--- src/rtl/xtrig_pkg.sv ---
package xtrig_pkg;

  // Width of the register-slot index carried in the strobe struct (up to 32 triggers)
  localparam int XT_IDX_W = 5;

  // Byte offsets of the register map
  localparam int OFF_CTRL   = 32'h000;
  localparam int OFF_ACK    = 32'h010;
  localparam int OFF_PULSE  = 32'h01C;
  localparam int OFF_INMAP  = 32'h020;
  localparam int OFF_OUTMAP = 32'h0A0;
  localparam int OFF_STATUS = 32'h134;
  localparam int OFF_GATE   = 32'h140;

  typedef enum logic [2:0] {
    RD_NONE,
    RD_CTRL,
    RD_INMAP,
    RD_OUTMAP,
    RD_STATUS,
    RD_GATE
  } rdsel_e;

  typedef struct packed {
    logic                wrCtrl;
    logic                wrAck;
    logic                wrPulse;
    logic                wrGate;
    logic                wrInMap;
    logic                wrOutMap;
    logic [XT_IDX_W-1:0] idx;
    rdsel_e              rdSel;
  } xt_strobe_t;

endpackage

--- src/rtl/xtrig_ctrl.sv ---
module xtrig_ctrl
  import xtrig_pkg::*;
#(
  parameter int NUM_TRIG = 8,
  parameter int ADDR_W   = 12
) (
  input  logic              clk,
  input  logic              rstN,
  input  logic [ADDR_W-1:0] busAddr,
  input  logic              busWrite,
  output xt_strobe_t        st
);

  localparam int TRIG_SPAN = NUM_TRIG * 4;

  logic [31:0] addrInt;
  logic        aligned;

  assign addrInt = 32'(busAddr);
  assign aligned = (busAddr[1:0] == 2'b00);

  always_comb begin
    st       = '0;
    st.rdSel = RD_NONE;
    if (aligned) begin
      if (addrInt == OFF_CTRL) begin
        st.wrCtrl = busWrite;
        st.rdSel  = RD_CTRL;
      end else if (addrInt == OFF_ACK) begin
        st.wrAck = busWrite;
      end else if (addrInt == OFF_PULSE) begin
        st.wrPulse = busWrite;
      end else if (addrInt >= OFF_INMAP && addrInt < OFF_INMAP + TRIG_SPAN) begin
        st.wrInMap = busWrite;
        st.rdSel   = RD_INMAP;
        st.idx     = XT_IDX_W'((addrInt - OFF_INMAP) >> 2);
      end else if (addrInt >= OFF_OUTMAP && addrInt < OFF_OUTMAP + TRIG_SPAN) begin
        st.wrOutMap = busWrite;
        st.rdSel    = RD_OUTMAP;
        st.idx      = XT_IDX_W'((addrInt - OFF_OUTMAP) >> 2);
      end else if (addrInt == OFF_STATUS) begin
        st.rdSel = RD_STATUS;
      end else if (addrInt == OFF_GATE) begin
        st.wrGate = busWrite;
        st.rdSel  = RD_GATE;
      end
    end
  end

  // a bus cycle targets at most one register
  assert_one_target_R1: assert property (@(posedge clk) disable iff (!rstN)
    $onehot0({st.wrCtrl, st.wrAck, st.wrPulse, st.wrGate, st.wrInMap, st.wrOutMap}));

  // no strobe without a write
  assert_strobe_needs_write_R1: assert property (@(posedge clk) disable iff (!rstN)
    !busWrite |-> !(st.wrCtrl || st.wrAck || st.wrPulse || st.wrGate || st.wrInMap || st.wrOutMap));

endmodule

--- src/rtl/xtrig_datapath.sv ---
module xtrig_datapath
  import xtrig_pkg::*;
#(
  parameter int NUM_CHAN = 4,
  parameter int NUM_TRIG = 8
) (
  input  logic                clk,
  input  logic                rstN,
  input  xt_strobe_t          st,
  input  logic [31:0]         busWdata,
  output logic [31:0]         busRdata,
  input  logic [NUM_TRIG-1:0] trigIn,
  output logic [NUM_TRIG-1:0] trigOut,
  input  logic [NUM_CHAN-1:0] chanIn,
  output logic [NUM_CHAN-1:0] chanOut
);

  logic                ctrlEn;
  logic [NUM_CHAN-1:0] gateReg;
  logic [NUM_CHAN-1:0] inMap  [NUM_TRIG];
  logic [NUM_CHAN-1:0] outMap [NUM_TRIG];
  logic [NUM_TRIG-1:0] trigLat;

  logic [NUM_CHAN-1:0] swPulse;
  logic [NUM_CHAN-1:0] fromInputs;
  logic [NUM_CHAN-1:0] localChan;
  logic [NUM_CHAN-1:0] allChan;
  logic [NUM_TRIG-1:0] hit;
  logic [NUM_TRIG-1:0] ackMask;
  logic                unusedWdata;

  assign unusedWdata = ^busWdata;

  // Channel event sources
  assign swPulse = (st.wrPulse && ctrlEn) ? busWdata[NUM_CHAN-1:0] : '0;

  always_comb begin
    fromInputs = '0;
    for (int n = 0; n < NUM_TRIG; n++) begin
      if (trigIn[n]) fromInputs = fromInputs | inMap[n];
    end
  end

  assign localChan = ctrlEn ? (swPulse | fromInputs) : '0;
  assign chanOut   = localChan & gateReg;
  assign allChan   = localChan | (ctrlEn ? (chanIn & gateReg) : '0);
  assign ackMask   = st.wrAck ? busWdata[NUM_TRIG-1:0] : '0;

  // Output mapping, one comparator per trigger
  for (genvar n = 0; n < NUM_TRIG; n++) begin : g_hit
    assign hit[n] = ctrlEn && (|(allChan & outMap[n]));
  end

  // Register file and trigger latches; a set beats an acknowledge
  always_ff @(posedge clk) begin
    if (!rstN) begin
      ctrlEn  <= 1'b0;
      gateReg <= '0;
      trigLat <= '0;
      for (int n = 0; n < NUM_TRIG; n++) begin
        inMap[n]  <= '0;
        outMap[n] <= '0;
      end
    end else begin
      trigLat <= hit | (trigLat & ~ackMask);
      if (st.wrCtrl) ctrlEn  <= busWdata[0];
      if (st.wrGate) gateReg <= busWdata[NUM_CHAN-1:0];
      for (int n = 0; n < NUM_TRIG; n++) begin
        if (st.idx == XT_IDX_W'(n)) begin
          if (st.wrInMap)  inMap[n]  <= busWdata[NUM_CHAN-1:0];
          if (st.wrOutMap) outMap[n] <= busWdata[NUM_CHAN-1:0];
        end
      end
    end
  end

  assign trigOut = trigLat;

  // Read mux
  always_comb begin
    busRdata = '0;
    case (st.rdSel)
      RD_CTRL:   busRdata = {31'b0, ctrlEn};
      RD_STATUS: busRdata = 32'(trigLat);
      RD_GATE:   busRdata = 32'(gateReg);
      RD_INMAP: begin
        for (int n = 0; n < NUM_TRIG; n++)
          if (st.idx == XT_IDX_W'(n)) busRdata = 32'(inMap[n]);
      end
      RD_OUTMAP: begin
        for (int n = 0; n < NUM_TRIG; n++)
          if (st.idx == XT_IDX_W'(n)) busRdata = 32'(outMap[n]);
      end
      default:   busRdata = '0;
    endcase
  end

  // a disabled unit puts nothing on the matrix
  assert_disabled_quiet_R2: assert property (@(posedge clk) disable iff (!rstN)
    !ctrlEn |-> (chanOut == '0));

  // a software pulse on an open-gated channel appears on the outgoing bus in the write cycle
  assert_pulse_seen_R3: assert property (@(posedge clk) disable iff (!rstN)
    (st.wrPulse && ctrlEn) |-> ((busWdata[NUM_CHAN-1:0] & gateReg & ~chanOut) == '0));

  for (genvar n = 0; n < NUM_TRIG; n++) begin : g_chk
    // a trigger only drops after an acknowledge of its bit
    assert_fall_needs_ack_R7: assert property (@(posedge clk) disable iff (!rstN)
      $fell(trigLat[n]) |-> $past(st.wrAck && busWdata[n]));

    // a trigger only rises while the unit is enabled
    assert_rise_needs_enable_R2: assert property (@(posedge clk) disable iff (!rstN)
      $rose(trigLat[n]) |-> $past(ctrlEn));

    // a gated matrix event on a mapped channel sets the trigger next cycle
    assert_matrix_sets_R5: assert property (@(posedge clk) disable iff (!rstN)
      (ctrlEn && (|(chanIn & gateReg & outMap[n]))) |=> trigLat[n]);
  end

endmodule

--- src/rtl/xtrig_unit.sv ---
module xtrig_unit
  import xtrig_pkg::*;
#(
  parameter int NUM_CHAN = 4,
  parameter int NUM_TRIG = 8,
  parameter int ADDR_W   = 12
) (
  input  logic                clk,
  input  logic                rstN,
  input  logic [ADDR_W-1:0]   busAddr,
  input  logic                busWrite,
  input  logic [31:0]         busWdata,
  output logic [31:0]         busRdata,
  input  logic [NUM_TRIG-1:0] trigIn,
  output logic [NUM_TRIG-1:0] trigOut,
  input  logic [NUM_CHAN-1:0] chanIn,
  output logic [NUM_CHAN-1:0] chanOut
);

  xt_strobe_t strobes;

  xtrig_ctrl #(
    .NUM_TRIG(NUM_TRIG),
    .ADDR_W  (ADDR_W)
  ) uCtrl (
    .clk     (clk),
    .rstN    (rstN),
    .busAddr (busAddr),
    .busWrite(busWrite),
    .st      (strobes)
  );

  xtrig_datapath #(
    .NUM_CHAN(NUM_CHAN),
    .NUM_TRIG(NUM_TRIG)
  ) uData (
    .clk     (clk),
    .rstN    (rstN),
    .st      (strobes),
    .busWdata(busWdata),
    .busRdata(busRdata),
    .trigIn  (trigIn),
    .trigOut (trigOut),
    .chanIn  (chanIn),
    .chanOut (chanOut)
  );

endmodule

--- config.mk ---
export PLATFORM = sky130hd
export DESIGN_NAME = xtrig_unit
export DESIGN_NICKNAME = d
export VERILOG_FILES = /design/src/rtl/xtrig_pkg.sv /design/src/rtl/xtrig_ctrl.sv /design/src/rtl/xtrig_datapath.sv /design/src/rtl/xtrig_unit.sv
export SDC_FILE = /design/constraint.sdc
export NUM_CORES = 1
export LEC_CHECK = 0
export BUFFER_PORTS_ARGS = -buffer_cell sky130_fd_sc_hd__buf_2
export CAP_MARGIN = 20
export CORE_AREA = 5 5 70 136
export CTS_CLUSTER_SIZE = 14
export DETAILED_ROUTE_END_ITERATION = 12
export DIE_AREA = 0 0 75 141
export GPL_TIMING_DRIVEN = 0
export PLACE_DENSITY = 0.89
export SLEW_MARGIN = 15
export SYNTH_ARGS = -nofsm -noshare
export SYNTH_HDL_FRONTEND = slang
export SYNTH_HIERARCHICAL = 1
export SYNTH_SLANG_ARGS = --single-unit
--- constraint.sdc ---
create_clock -name clk -period 5.4 [get_ports clk]
set_input_delay 0.54 -clock clk [delete_from_list [all_inputs] [get_ports clk]]
set_output_delay 0.54 -clock clk [all_outputs]
set_load 0.005 [all_outputs]
# [Yosys cells after proc, flatten, opt, wreduce, memory -nomap -nowiden]
# Memories as Yosys holds them, arrays and structs flattened.
# Cells that the tools add are included.
[op_classes] add_sub_neg=2 n_lt_le_gt_ge=4 eq_ne=16 n_mux=115 n_bitwise=38 reduce_logical=22
[op_table] cell="$mux 4" count=43
[op_table] cell="$pmux 32 s5" count=1
[op_table] cell="$mux 1" count=60
[op_table] cell="$and 4x4->4" count=10
[op_table] cell="$or 4x4->4" count=9
[op_table] cell="$logic_not 32->1" count=1
[op_table] cell="$reduce_or 4->1" count=8
[op_table] cell="$eq 12x5->1 const B" count=2
[op_table] cell="$eq 12x9->1 const B" count=2
[op_table] cell="$eq 5x3->1 const B" count=4
[op_table] cell="$mux 8" count=2
[op_table] cell="$or 1x1->1" count=16
[op_table] cell="$mux 14" count=1
[op_table] cell="$sub 7x6->7 const B" count=2
[op_table] cell="$ge 12x6->1 const B" count=1
[op_table] cell="$ge 12x8->1 const B" count=1
[op_table] cell="$lt 12x7->1 const B" count=1
[op_table] cell="$lt 12x8->1 const B" count=1
[op_table] cell="$mux 12" count=1
[op_table] cell="$mux 3" count=4
[op_table] cell="$logic_and 1x1->1" count=11
[op_table] cell="$mux 11" count=1
[op_table] cell="$eq 5x2->1 const B" count=2
[op_table] cell="$mux 10" count=1
[op_table] cell="10 further kinds" count=12
[totals] regBits=13 ram_bits=64 output_inout_bits=44 n_memories=2
[mem_list] name="uData.inMap" words=8 width=4 read_ports=8 rd_ports_with_merged_regs=0 wr=8 line="xtrig_datapath.sv:20" rtl="logic [NUM_CHAN-1:0] inMap [NUM_TRIG];"
[mem_list] name="uData.outMap" words=8 width=4 read_ports=8 rd_ports_with_merged_regs=0 wr=8 line="xtrig_datapath.sv:21" rtl="logic [NUM_CHAN-1:0] outMap [NUM_TRIG];"

# [Depth between registers and ports, before layout]
# An unclocked memory read counts as a cell.
[depth] depth_word=23 ltp_mapped=12 ltp_nobuf=10

# [Modules after synthesis]
# Netlist, hierarchy kept.
[by_module_without_submodules] mod="xtrig_datapath" instances=1 cells_per_inst=390 area_each_um2=4201.5 seq_area_each_um2=2182.1
[by_module_without_submodules] mod="xtrig_ctrl" instances=1 cells_per_inst=42 area_each_um2=279.0 seq_area_each_um2=0.0

# [Worst setup path before layout]
# OpenSTA, ideal clock, no wires.
[synth_path] kind="input -> output" from="in busAddr[6]" to="out busRdata[1]" arrival_time_ns=2.602 slack_ns=2.258 cell_stages=11 path_cell_list="inv_1 -> ha_1 -> nor4b_4 -> a31oi_2 -> nor3b_1 -> buf_4 -> buf_2 -> buf_4 -> nand2_1 -> o311ai_0 -> o221ai_1"
[synth_lines] element="start: declaration" line="xtrig_unit.sv:10" rtl="input logic [ADDR_W-1:0] busAddr,"
[synth_lines] element="end: declaration" line="xtrig_unit.sv:13" rtl="output logic [31:0] busRdata,"

==> results.py <==
metrics = {
    "status": {
        "status": "finished clean",
    },
    "finish": {
        "layout.nets": 579,
        "fin_util_pct": 61.9,
        "fin_area_um2": 5240,
        "fillers": 694,
        "drive_gt1_share_pct": 22.9,
        "diodes": 0,
        "multi_input_area_um2": 2050,
        "seq_area_um2": 2180,
        "synthToLayoutAreaGrowth_pct": 17.0,
    },
    "critical_path": {
        "rr_startpoint": "uData/inMap[1][1]",
        "worstPathArrival_ns": 3.48,
        "setup.worst_path.start": "busAddr[6]",
        "max_stage_delay_ns": 0.41,
        "cp-end-kind": "output port",
        "cp-endpoint": "busRdata[1]",
        "r2r_slack_ns": 3.37,
        "crit_required_ns": 4.86,
        "rr_endpoint": "uData/trigOut[4]",
        "cp_slowest_cell": "o311ai_0",
        "critPathKind": "in2out",
        "worstPathBufferInverterCount": 6,
        "crit_fanout": 10,
        "startpoint_type": "input port",
        "cpMostUsedCell": "buf_2",
        "worst-path-stages": 13,
        "cp_cell_sequence": "buf_2 > inv_1 > ha_1 > nor4b_4 > a31oi_2 > nor3b_1 > buf_4 > buf_2 > buf_4 > nand2_1 > o311ai_0 > o221ai_1 > buf_2",
        "path_delay_family": "buffers and inverters",
        "r2r_cells": 5,
    },
    "clock_tree": {
        "cts_max_path_buffers": 2,
        "root_buffer": "clkbuf_16",
        "clock-sinks": 77,
        "htree_num_levels": 3,
        "numCtsBuffers": 9,
        "post_cts.repair.setup_buffers": 0,
        "cts_tree": "yes",
        "hold_buffers": 0,
        "clk_latency_ns": 0.34,
        "cts_resized": 0,
        "clk_pin_slew_ns": 0.06,
    },
    "power_and_ir_drop": {
        "ir_drop_uv": 288,
        "p_total_w": 0.00139,
        "p_per_area_nw_per_um2": 265,
        "p_leak_nw": 2.08,
    },
    "yosys": {
        "ys_types": 59,
        "synth-seq-cells": 77,
        "ys_seq_area_share_pct": 48.7,
        "synth_edf_count": 64,
        "ys.flop_type": "edfxtp_1",
        "ys_async_sr_fraction_pct": 0,
        "syn_area_um2": 4480,
        "synth.avg_cell_area_um2": 10.4,
        "yosys_warnings": 6,
        "synth_cells": 432,
    },
    "timing": {
        "fin_worst_skew_ns": 0.00622,
        "hold_viol": 0,
        "period_share_pct": 74.5,
        "rsz0062_at_grt": "false",
        "worst_pin_slew_ns": 0.965,
        "slew_headroom_pct": 35.1,
        "holdWs_ns": 0.499,
        "slew_viol_final": 0,
        "finalCriticalPeriod_ns": 4.02,
        "setup-violations-final": 0,
        "setup_tns_ns": 0,
        "fmax_mhz": 249,
    },
    "die": {
        "io_pins": 103,
        "initial_core_util_pct": 52.9,
        "coreArea_um2": 8470,
        "die_y_um": 141,
        "rows": 48,
        "die-area_um2": 10600,
        "die_x_um": 75,
    },
    "placement": {
        "io_buffers": 53,
        "place_congestion": 0.984,
        "dpl_cell_area_um2": 4960,
        "hpwl_mm": 9.97,
    },
    "detailed_routing": {
        "drc": 0,
        "first_pass_iters": 8,
        "drt-total-wl_mm": 13.3,
        "vias": 3962,
        "drt_iter0_drc": 570,
        "routedWlPerCell_um": 21.2,
        "drtAntennaViolNets": 0,
        "vias_per_cell": 6.35,
    },
    "grt": {
        "grt_max_degree": 14,
        "antenna_found_initial": 0,
        "overflow": 0,
        "grt_pass1_wl_mm": 20.1,
        "grt_usage_pct": 25.8,
        "grt_pass1_vias": 3760,
    },
    "min_path": {
        "min_path_type": "reg2reg",
        "hold_path_startpoint": "uData/outMap[0][5]",
    },
    "job": {
        "cap_viol_max_count": 0,
    },
}
## where the power goes
group | internal, W | switching [W]
logic | 0.0000425 | 0.0000669
registers | 0.000673 | 0.0000228
clock network | 0.000357 | 0.000226
## metrics by stage
| stage | setup slack, ns | instances |
|---|---|---|
| 3_3_place_gp | 1.57 | 608 |
| 2_1_floorplan | 2.26 | 455 |
| 4_1_cts | 1.46 | 624 |
| 3_5_place_dp | 1.56 | 608 |
| 6_report | 1.38 | 624 |
| 5_1_grt | 1.19 | 624 |
## Yosys cell counts (7+ instances only)
| master | number | share of area (%) |
|---|---|---|
| edfxtp_1 | 64 | 43 |
| nor2_1 | 61 | 5.1 |
| nand2_1 | 53 | 4.4 |
| buf_4 | 26 | 4.4 |
| mux2i_1 | 21 | 4.7 |
| a21oi_1 | 14 | 1.6 |
| dfxtp_1 | 13 | 5.8 |
| nand3_1 | 11 | 1.2 |
| a22oi_1 | 10 | 1.7 |
| inv_1 | 10 | 0.84 |
| clkbuf_1 | 9 | 0.75 |
| a22o_1 | 8 | 1.6 |
| nor2b_1 | 8 | 1.1 |
| a211o_1 | 7 | 1.4 |
| a32o_1 | 7 | 1.6 |
| and2_1 | 7 | 0.98 |
| buf_2 | 7 | 0.78 |
| nor3b_1 | 7 | 1.2 |
| o21ai_0 | 7 | 0.78 |
## layout by cell type, fill, tap and decap left out, drive strengths merged, types with 11 or more instances in the layout
master  instances
nand2          53
a21oi          14
dfxtp          13
nand3          11
mux2i          21
edfxtp         64
conb           24
buf            91
clkbuf         21
nor2           61
## per-layer routing
metal  global-route usage [%]  wire, um  vias to the layer above
met1                     32.4      4650                     1820
li1                         -         -                     1739
met3                     5.71      1500                       78
met5                        0         0                        -
met2                     39.2      6200                      325
met4                     16.2       909                        0
## cell families after synthesis
family / synth area share (%)
simple gates: 19.3
compound gates: 15.2
flops: 48.7
buf+inv: 7.48
mux: 8.96
fa+ha+maj: 0.279
other cells: 0.0837
## worst register-to-register path, stage by stage (launching register included)
cell,delay (ns)
edfxtp_1,0.44
a222oi_1,0.33
nand2_1,0.17
a211oi_1,0.38
nor2_1,0.26
a211o_1,0.34
## area by class of cell
cell class                 count  share of cell area (%)
sequential                    77                    41.6
multi-input combinational    321                    39.1
buffer                        47                    5.68
timing repair buffer          53                    5.06
clock buffer                  12                    4.51
tap                          100                    2.39
clock inverter                 4                   0.954
inverter                      10                   0.716
## sequential cells by signal, summed over array words and instances, names as in the netlist
signal,count
uData/inMap,32
uData/ctrlEn,1
uData/outMap,32
uData/gateReg,4
uData/trigOut,8
## worst min-delay path by stage
stage                                   to  slack [ns]  cells past startpoint
after CTS                 uData/trigOut[1]        0.49                      1
after detailed placement  uData/trigOut[1]        0.47                      1
after global placement    uData/trigOut[1]        0.47                      1
after floorplan           uData/trigOut[6]        0.45                      1
final                     uData/trigOut[1]        0.50                      1
after global routing      uData/trigOut[1]        0.51                      1
Note: power is estimated with default switching activity, not from simulation.
